File: config.mk
export PLATFORM = sky130hd
export DESIGN_NAME = nre_rounder
export DESIGN_NICKNAME = d
export VERILOG_FILES = /design/src/rtl/nre_pkg.sv /design/src/rtl/nre_grs.sv /design/src/rtl/nre_decide.sv /design/src/rtl/nre_pack.sv /design/src/rtl/nre_rounder.sv
export SDC_FILE = /design/constraint.sdc
export NUM_CORES = 1
export LEC_CHECK = 0
export BUFFER_PORTS_ARGS = -buffer_cell sky130_fd_sc_hd__buf_2
export CAP_MARGIN = 5
export CORE_UTILIZATION = 25
export DETAILED_ROUTE_END_ITERATION = 8
export PLACE_DENSITY = 0.49
export SLEW_MARGIN = 20
export SYNTH_ARGS = -nofsm -noshare
export SYNTH_HDL_FRONTEND = slang
export SYNTH_SLANG_ARGS = --single-unit
File: constraint.sdc
create_clock -name clk -period 3.8 [get_ports clk]
set_clock_uncertainty 0.2 [all_clocks]
set_input_delay 0.95 -clock clk [delete_from_list [all_inputs] [get_ports clk]]
set_output_delay 0.95 -clock clk [all_outputs]
set_load 0.03 [all_outputs]
File: src/rtl/nre_pkg.sv
package nre_pkg;

  typedef struct packed {
    logic g;
    logic r;
    logic s;
  } grs_t;

endpackage

File: src/rtl/nre_grs.sv
module nre_grs
  import nre_pkg::*;
#(
  parameter int FRAC_W  = 23,
  parameter int EXTRA_W = 3
) (
  input  logic [FRAC_W+EXTRA_W-1:0] frac_in,
  output logic [FRAC_W-1:0]         kept,
  output grs_t                      grs
);

  assign kept  = frac_in[FRAC_W+EXTRA_W-1:EXTRA_W];
  assign grs.g = frac_in[EXTRA_W];
  assign grs.r = frac_in[EXTRA_W-1];

  generate
    if (EXTRA_W >= 2) begin : g_sticky
      assign grs.s = |frac_in[EXTRA_W-2:0];
    end else begin : g_nosticky
      assign grs.s = 1'b0;
    end
  endgenerate

endmodule

File: src/rtl/nre_decide.sv
module nre_decide
  import nre_pkg::*;
(
  input  grs_t grs,
  input  logic special,
  output logic inc,
  output logic inexact
);

  always_comb begin
    if (special) begin
      inc     = 1'b0;
      inexact = 1'b0;
    end else begin
      inc     = grs.r & (grs.g | grs.s);
      inexact = grs.r | grs.s;
    end
  end

endmodule

File: src/rtl/nre_pack.sv
module nre_pack #(
  parameter int EXP_W  = 8,
  parameter int FRAC_W = 23
) (
  input  logic                      sign,
  input  logic [EXP_W-1:0]          exp_in,
  input  logic [FRAC_W-1:0]         kept,
  input  logic                      inc,
  input  logic                      special,
  output logic [EXP_W+FRAC_W:0]     word,
  output logic                      overflow
);

  localparam int EF_W = EXP_W + FRAC_W;

  logic [EF_W-1:0]   sum;
  logic [EXP_W-1:0]  sum_exp;
  logic [FRAC_W-1:0] sum_frac;

  assign sum      = {exp_in, kept} + {{(EF_W-1){1'b0}}, inc};
  assign sum_exp  = sum[EF_W-1:FRAC_W];
  assign sum_frac = sum[FRAC_W-1:0];

  always_comb begin
    if (special) begin
      word     = {sign, exp_in, kept};
      overflow = 1'b0;
    end else if (&sum_exp) begin
      word     = {sign, {EXP_W{1'b1}}, {FRAC_W{1'b0}}};
      overflow = 1'b1;
    end else begin
      word     = {sign, sum_exp, sum_frac};
      overflow = 1'b0;
    end
  end

endmodule

File: src/rtl/nre_rounder.sv
module nre_rounder
  import nre_pkg::*;
#(
  parameter int EXP_W   = 8,
  parameter int FRAC_W  = 23,
  parameter int EXTRA_W = 3
) (
  input  logic                        clk,
  input  logic                        rst,
  input  logic                        in_valid,
  input  logic                        in_sign,
  input  logic [EXP_W-1:0]            in_exp,
  input  logic [FRAC_W+EXTRA_W-1:0]   in_frac,
  output logic                        out_valid,
  output logic [EXP_W+FRAC_W:0]       out_result,
  output logic                        out_inexact,
  output logic                        out_overflow
);

  localparam int WORD_W = 1 + EXP_W + FRAC_W;

  logic [FRAC_W-1:0] kept;
  grs_t              grs;
  logic              special;
  logic              inc;
  logic              inexact_c;
  logic [WORD_W-1:0] word_c;
  logic              ovf_c;

  assign special = &in_exp;

  nre_grs #(.FRAC_W(FRAC_W), .EXTRA_W(EXTRA_W)) u_grs (
    .frac_in (in_frac),
    .kept    (kept),
    .grs     (grs)
  );

  nre_decide u_dec (
    .grs     (grs),
    .special (special),
    .inc     (inc),
    .inexact (inexact_c)
  );

  nre_pack #(.EXP_W(EXP_W), .FRAC_W(FRAC_W)) u_pack (
    .sign     (in_sign),
    .exp_in   (in_exp),
    .kept     (kept),
    .inc      (inc),
    .special  (special),
    .word     (word_c),
    .overflow (ovf_c)
  );

  always_ff @(posedge clk) begin
    if (rst) begin
      out_valid    <= 1'b0;
      out_result   <= '0;
      out_inexact  <= 1'b0;
      out_overflow <= 1'b0;
    end else begin
      out_valid <= in_valid;
      if (in_valid) begin
        out_result   <= word_c;
        out_inexact  <= inexact_c;
        out_overflow <= ovf_c;
      end
    end
  end

endmodule

# After elaboration in Yosys (flattened, before gate mapping)

Index checks and enable logic that the tools add are counted.
Widths: inputs -> output; s select.

Bits in registers: 35
Logic and storage cells: 17

Bitwise gates (word level): 3
Reduce and logical (&&, ||, !) cells: 3
$add $sub $neg: 1
Muxes and demuxes: 6

Operators by type and width:

| cell             | number |
|---|---|
| $mux 31          | 2 |
| $add 31x1->31    | 1 |
| $reduce_and 8->1 | 2 |
| $mux 1           | 4 |
| $or 1x1->1       | 2 |
| $reduce_or 2->1  | 1 |
| $and 1x1->1      | 1 |

# Depth between registers and ports, before layout

Depth after elaboration: 8
Depth in mapped cells: 13
Mapped depth without buffers: 12

# Modules after synthesis

From an unflattened synthesis, not the netlist that was laid out.

Cell total of the unflattened synthesis: 275
Area, all modules: 2369.8 um^2

By module, submodules not included:

| module      | area each (um^2) | instances | cells each | sequential area each (um^2) |
|---|---|---|---|---|
| nre_rounder | 1282.5           | 1         | 115        | 700.7 |
| nre_pack    | 869.6            | 1         | 130        | 0.0 |
| nre_grs     | 193.9            | 1         | 26         | 0.0 |
| nre_decide  | 23.8             | 1         | 4          | 0.0 |

# Worst setup path before layout

Ideal clock, no wire load.

Path kind: input -> register
Start: input in_exp[3]
End: register out_result[0]
Path slack: -0.081 ns
Data required time: 3.485 ns
Buffers on the path: 2
Stages: 13
Arrival time: 3.565 ns
Cells stage by stage: and4_1 > clkbuf_1 > nand3_1 > o311a_1 > ha_1 > ha_1 > nand2_1 > nor4_4 > xor2_1 > nand4b_2 > o41ai_4 > buf_6 > o21ai_2

Word-level cells in the longest chain between the ends: 6

RTL lines:

| item                 | RTL line          | text |
|---|---|---|
| start, declared      | nre_rounder.sv:12 | `input logic [EXP_W-1:0] in_exp,` |
| $reduce_and 8->1     | nre_rounder.sv:30 | `assign special = &in_exp;` |
| $mux 1               | nre_decide.sv:11  | `if (special) begin` |
| $add 31x1->31        | nre_pack.sv:20    | `assign sum = {exp_in, kept} + {{(EF_W-1){1'b0}}, inc};` |
| $reduce_and 8->1     | nre_pack.sv:28    | `end else if (&sum_exp) begin` |
| $mux 31              | nre_pack.sv:28    |  |
| $mux 31 (*)          | nre_pack.sv:25    | `if (special) begin` |
| end signal, assigned | nre_rounder.sv:64 | `out_result <= word_c;` |
| end, declared        | nre_rounder.sv:15 | `output logic [EXP_W+FRAC_W:0] out_result,` |

Mark *: on every way between the ends. The rest lies on a longest branch, timed or not.
A chain may end at the register's enable or synchronous reset.

# Worst setup path in the final report

Start: input in_exp[7]
End: register out_result[14]

The elaborated chain is that of the path after synthesis.

==> flow_metrics.py <==
metrics = {
    "outcome": {
        "status": "completed",
    },
    "finish": {
        "drive_above_1_share_pct": 36.5,
        "diodes": 0,
        "area.sequential_um2": 701,
        "area_growth_pct": 32.4,
        "post-route-util_pct": 34.8,
        "final_nets": 378,
        "fin_cells": 439,
        "nFillCells": 860,
        "multiInputGateArea_um2": 1310,
        "final_area_um2": 2740,
    },
    "timing": {
        "drv_slew": 0,
        "post-route-min-period_ns": 3.49,
        "tns_ns": 0,
        "slew_headroom_pct": 65.9,
        "tightest_slew_ns": 0.509,
        "setup_viol": 0,
        "hold_viol_final": 0,
        "finalCritPeriodShare_pct": 91.8,
        "max_freq_mhz": 287,
        "rsz0062_at_grt": "false",
        "holdWs_ns": 0.249,
    },
    "clock_tree": {
        "cts_tree": "done",
        "clk_pin_slew_worst_paths_ns": 0.07,
        "cts_hold_buf": 0,
        "clockBufferDepth": 2,
        "cts_num_sinks": 35,
        "cts_setup_buffers": 0,
        "clock_latency_ns": 0.28,
        "cts-root-buf": "clkbuf_8",
        "htree_num_levels": 2,
        "cts_buffers": 5,
        "postCtsResizedCells": 0,
    },
    "worst_setup_path": {
        "cp_slowest_cell": "o41ai_4",
        "criticalPathCategory": "input port to flop",
        "setup.worst_path.start": "in_exp[7]",
        "cp.required_ns": 3.78,
        "cp_max_fo": 18,
        "cp-end-kind": "flop",
        "crit_top_cell": "ha_1",
        "cp-start-kind": "input port",
        "crit_arrival_ns": 3.47,
        "critPathMaxStageDelay_ns": 0.41,
        "cp_cell_sequence": "buf_2, and3_1, nand3_2, o311a_1, ha_1, ha_1, nand2_1, nor4_4, xor2_1, nand4b_2, o41ai_4, buf_12, o21ai_1",
        "r2r_slack_ns": 2.72,
        "rr_startpoint": "out_result[10]$_SDFFE_PP0P_",
    },
    "placed_design": {
        "hpwl_um": 4930,
        "placed_cell_area_um2": 2660,
        "dp_cells": 432,
        "port_buffers": 72,
        "place_congestion": 0.849,
    },
    "power_and_ir_drop": {
        "clock_power_share_pct": 31.5,
        "switchingPower_w": 0.000275,
        "p_leak_nw": 1.18,
        "p_seq_share_pct": 45.5,
        "p_int_w": 0.000605,
        "powerDensity_nw_per_um2": 321,
        "switching_share_pct": 31.2,
        "power_frac_comb_pct": 23.0,
        "max-vdd-ir-drop_v": 0.000180,
    },
    "floorplan": {
        "die_y_um": 93.0,
        "dieArea_um2": 8660,
        "die_w_um": 93.0,
        "ioPinCount": 73,
        "core_um2": 7890,
        "num_rows": 32,
        "start_util_pct": 26.3,
    },
    "logic_synthesis": {
        "synth_cell_types": 44,
        "ys_seq_area_share_pct": 33.8,
        "yosysWarnings": 0,
        "syn-num-nets": 292,
        "ys_ff_latch": 35,
        "async_flop_share_pct": 0,
        "synth_edf_count": 0,
        "syn-cell-area_um2": 2070,
        "synthCells": 251,
        "postSynthAreaPerCell_um2": 8.25,
        "synth_ff_type": "dfxtp_1",
    },
    "worst_hold_path": {
        "hp-start": "out_result[14]$_SDFFE_PP0P_",
        "hp-class": "flop to flop",
    },
    "route": {
        "dr.max_layer_used": "met4",
        "ant_nets": 0,
        "met1_length_um": 2770,
        "wl_met3_um": 328,
        "viasPerCell": 4.82,
        "dr.pass1.iters": 4,
        "post-route-drc-count": 0,
        "wl_met2_um": 2880,
        "wl_per_cell_um": 13.7,
        "drt_iter0_markers": 56,
        "wl_um": 6030,
        "vias": 2116,
    },
    "global_routing": {
        "grt_pass1_vias": 2085,
        "overflow": 0,
        "grt.total_usage_pct": 14.8,
        "antenna_found_initial": 0,
        "grt_first_pass_wirelength_um": 10100,
        "grt_max_degree": 19,
    },
    "job": {
        "maxCapViolations": 0,
    },
}
## flip-flops by register name (all words and copies together) (netlist names)
register and flops:
out_valid 1, out_inexact 1, out_result 32, out_overflow 1
## layer usage
metal	global-route usage (%)	vias to the layer above
met1	18.8	980
met2	25.4	62
met3	3.01	5
li1	-	1069
met5	0	-
met4	3.72	0
## cell usage after synthesis (2+ instances only)
master    count  area, um^2
dfxtp_1      35         701
and4_1        4        35.0
a311oi_1      2        17.5
a21oi_1       3        15.0
clkbuf_1      9        33.8
xnor2_1      10        87.6
inv_1         3        11.3
o21ai_2      20         175
xor2_1       16         140
buf_6         2        22.5
nand2_1      44         165
o21ai_1       5        25.0
mux2i_1       3        30.0
o22ai_1       7        43.8
nand2b_1      2        12.5
nand4_1      11        68.8
and3_1        5        31.3
nand3_1      13        65.1
nor2_1       26        97.6
ha_1          3        37.5
nor3_1        5        25.0
## final timing paths
path | to | cells after the start
worst max-delay path | out_result[14]$_SDFFE_PP0P_ | 13
worst min-delay path | out_result[14]$_SDFFE_PP0P_ | 2
worst min register to register | out_result[14]$_SDFFE_PP0P_ | 2
worst max register to register | out_result[10]$_SDFFE_PP0P_ | 3
## final cells by class
class	instances	share of cell area, %
Clock buffer	6	3.01
Inverter	3	0.410
Timing Repair Buffer	90	18.5
Multi-Input combinational cell	202	47.7
Tap cell	102	4.65
Clock inverter	1	0.182
Sequential cell	35	25.5
## power by group through the flow
stage | clock (W) | sequential, W | combinational [W]
2_1_floorplan | 0 | 0.000455 | 0.0000732
3_3_place_gp | 0 | 0.000409 | 0.000203
3_5_place_dp | 0 | 0.000409 | 0.000204
4_1_cts | 0.000285 | 0.000401 | 0.000205
5_1_grt | 0.000297 | 0.000404 | 0.000221
6_report | 0.000277 | 0.000401 | 0.000203
## placed cells by master (no fill, tap or decap), types with 2 or more instances in the layout
master | netlist | routed
xnor2_1 | 10 | 10
o21ai_2 | 20 | 20
nor3_1 | 5 | 5
dfxtp_1 | 35 | 35
buf_4 | 0 | 17
nand2_1 | 44 | 44
ha_1 | 3 | 3
nand2b_1 | 2 | 2
clkbuf_8 | 0 | 6
nor2_1 | 26 | 26
nand4_1 | 11 | 11
o22ai_1 | 7 | 7
inv_1 | 3 | 3
nand3_1 | 13 | 12
buf_2 | 0 | 72
a21oi_1 | 3 | 3
xor2_1 | 16 | 16
and4_1 | 4 | 4
and3_1 | 5 | 5
o21ai_1 | 5 | 5
a311oi_1 | 2 | 2
mux2i_1 | 3 | 3
## through the flow
stage	worst slack [ns]	total power, W
finish	0.312	0.000880
global route	0.193	0.000921
CTS	0.288	0.000891
detailed placement	-0.00479	0.000614
global placement	0.00974	0.000613
floorplan	0.0261	0.000528
## kinds of logic after synthesis
kind of cell,count (synthesis),share of synthesized area [%]
flip-flops,35,33.8
buffers and inverters,14,3.26
AO/OA/AOI/OAI,51,19.9
AND/OR/NAND/NOR,119,28.8
adder cells (fa/ha/maj),3,1.81
multiplexers,3,1.45
XOR/XNOR,26,11.0
## critical path, delay by kind of cell
family	cells	cell delay [ns]
AND/OR/NAND/NOR	5	0.94
adder cells (fa/ha/maj)	2	0.36
AO/OA/AOI/OAI	3	0.64
buffers and inverters	2	0.34
XOR/XNOR	1	0.21
No activity file was read; power rests on OpenSTA's default activity.
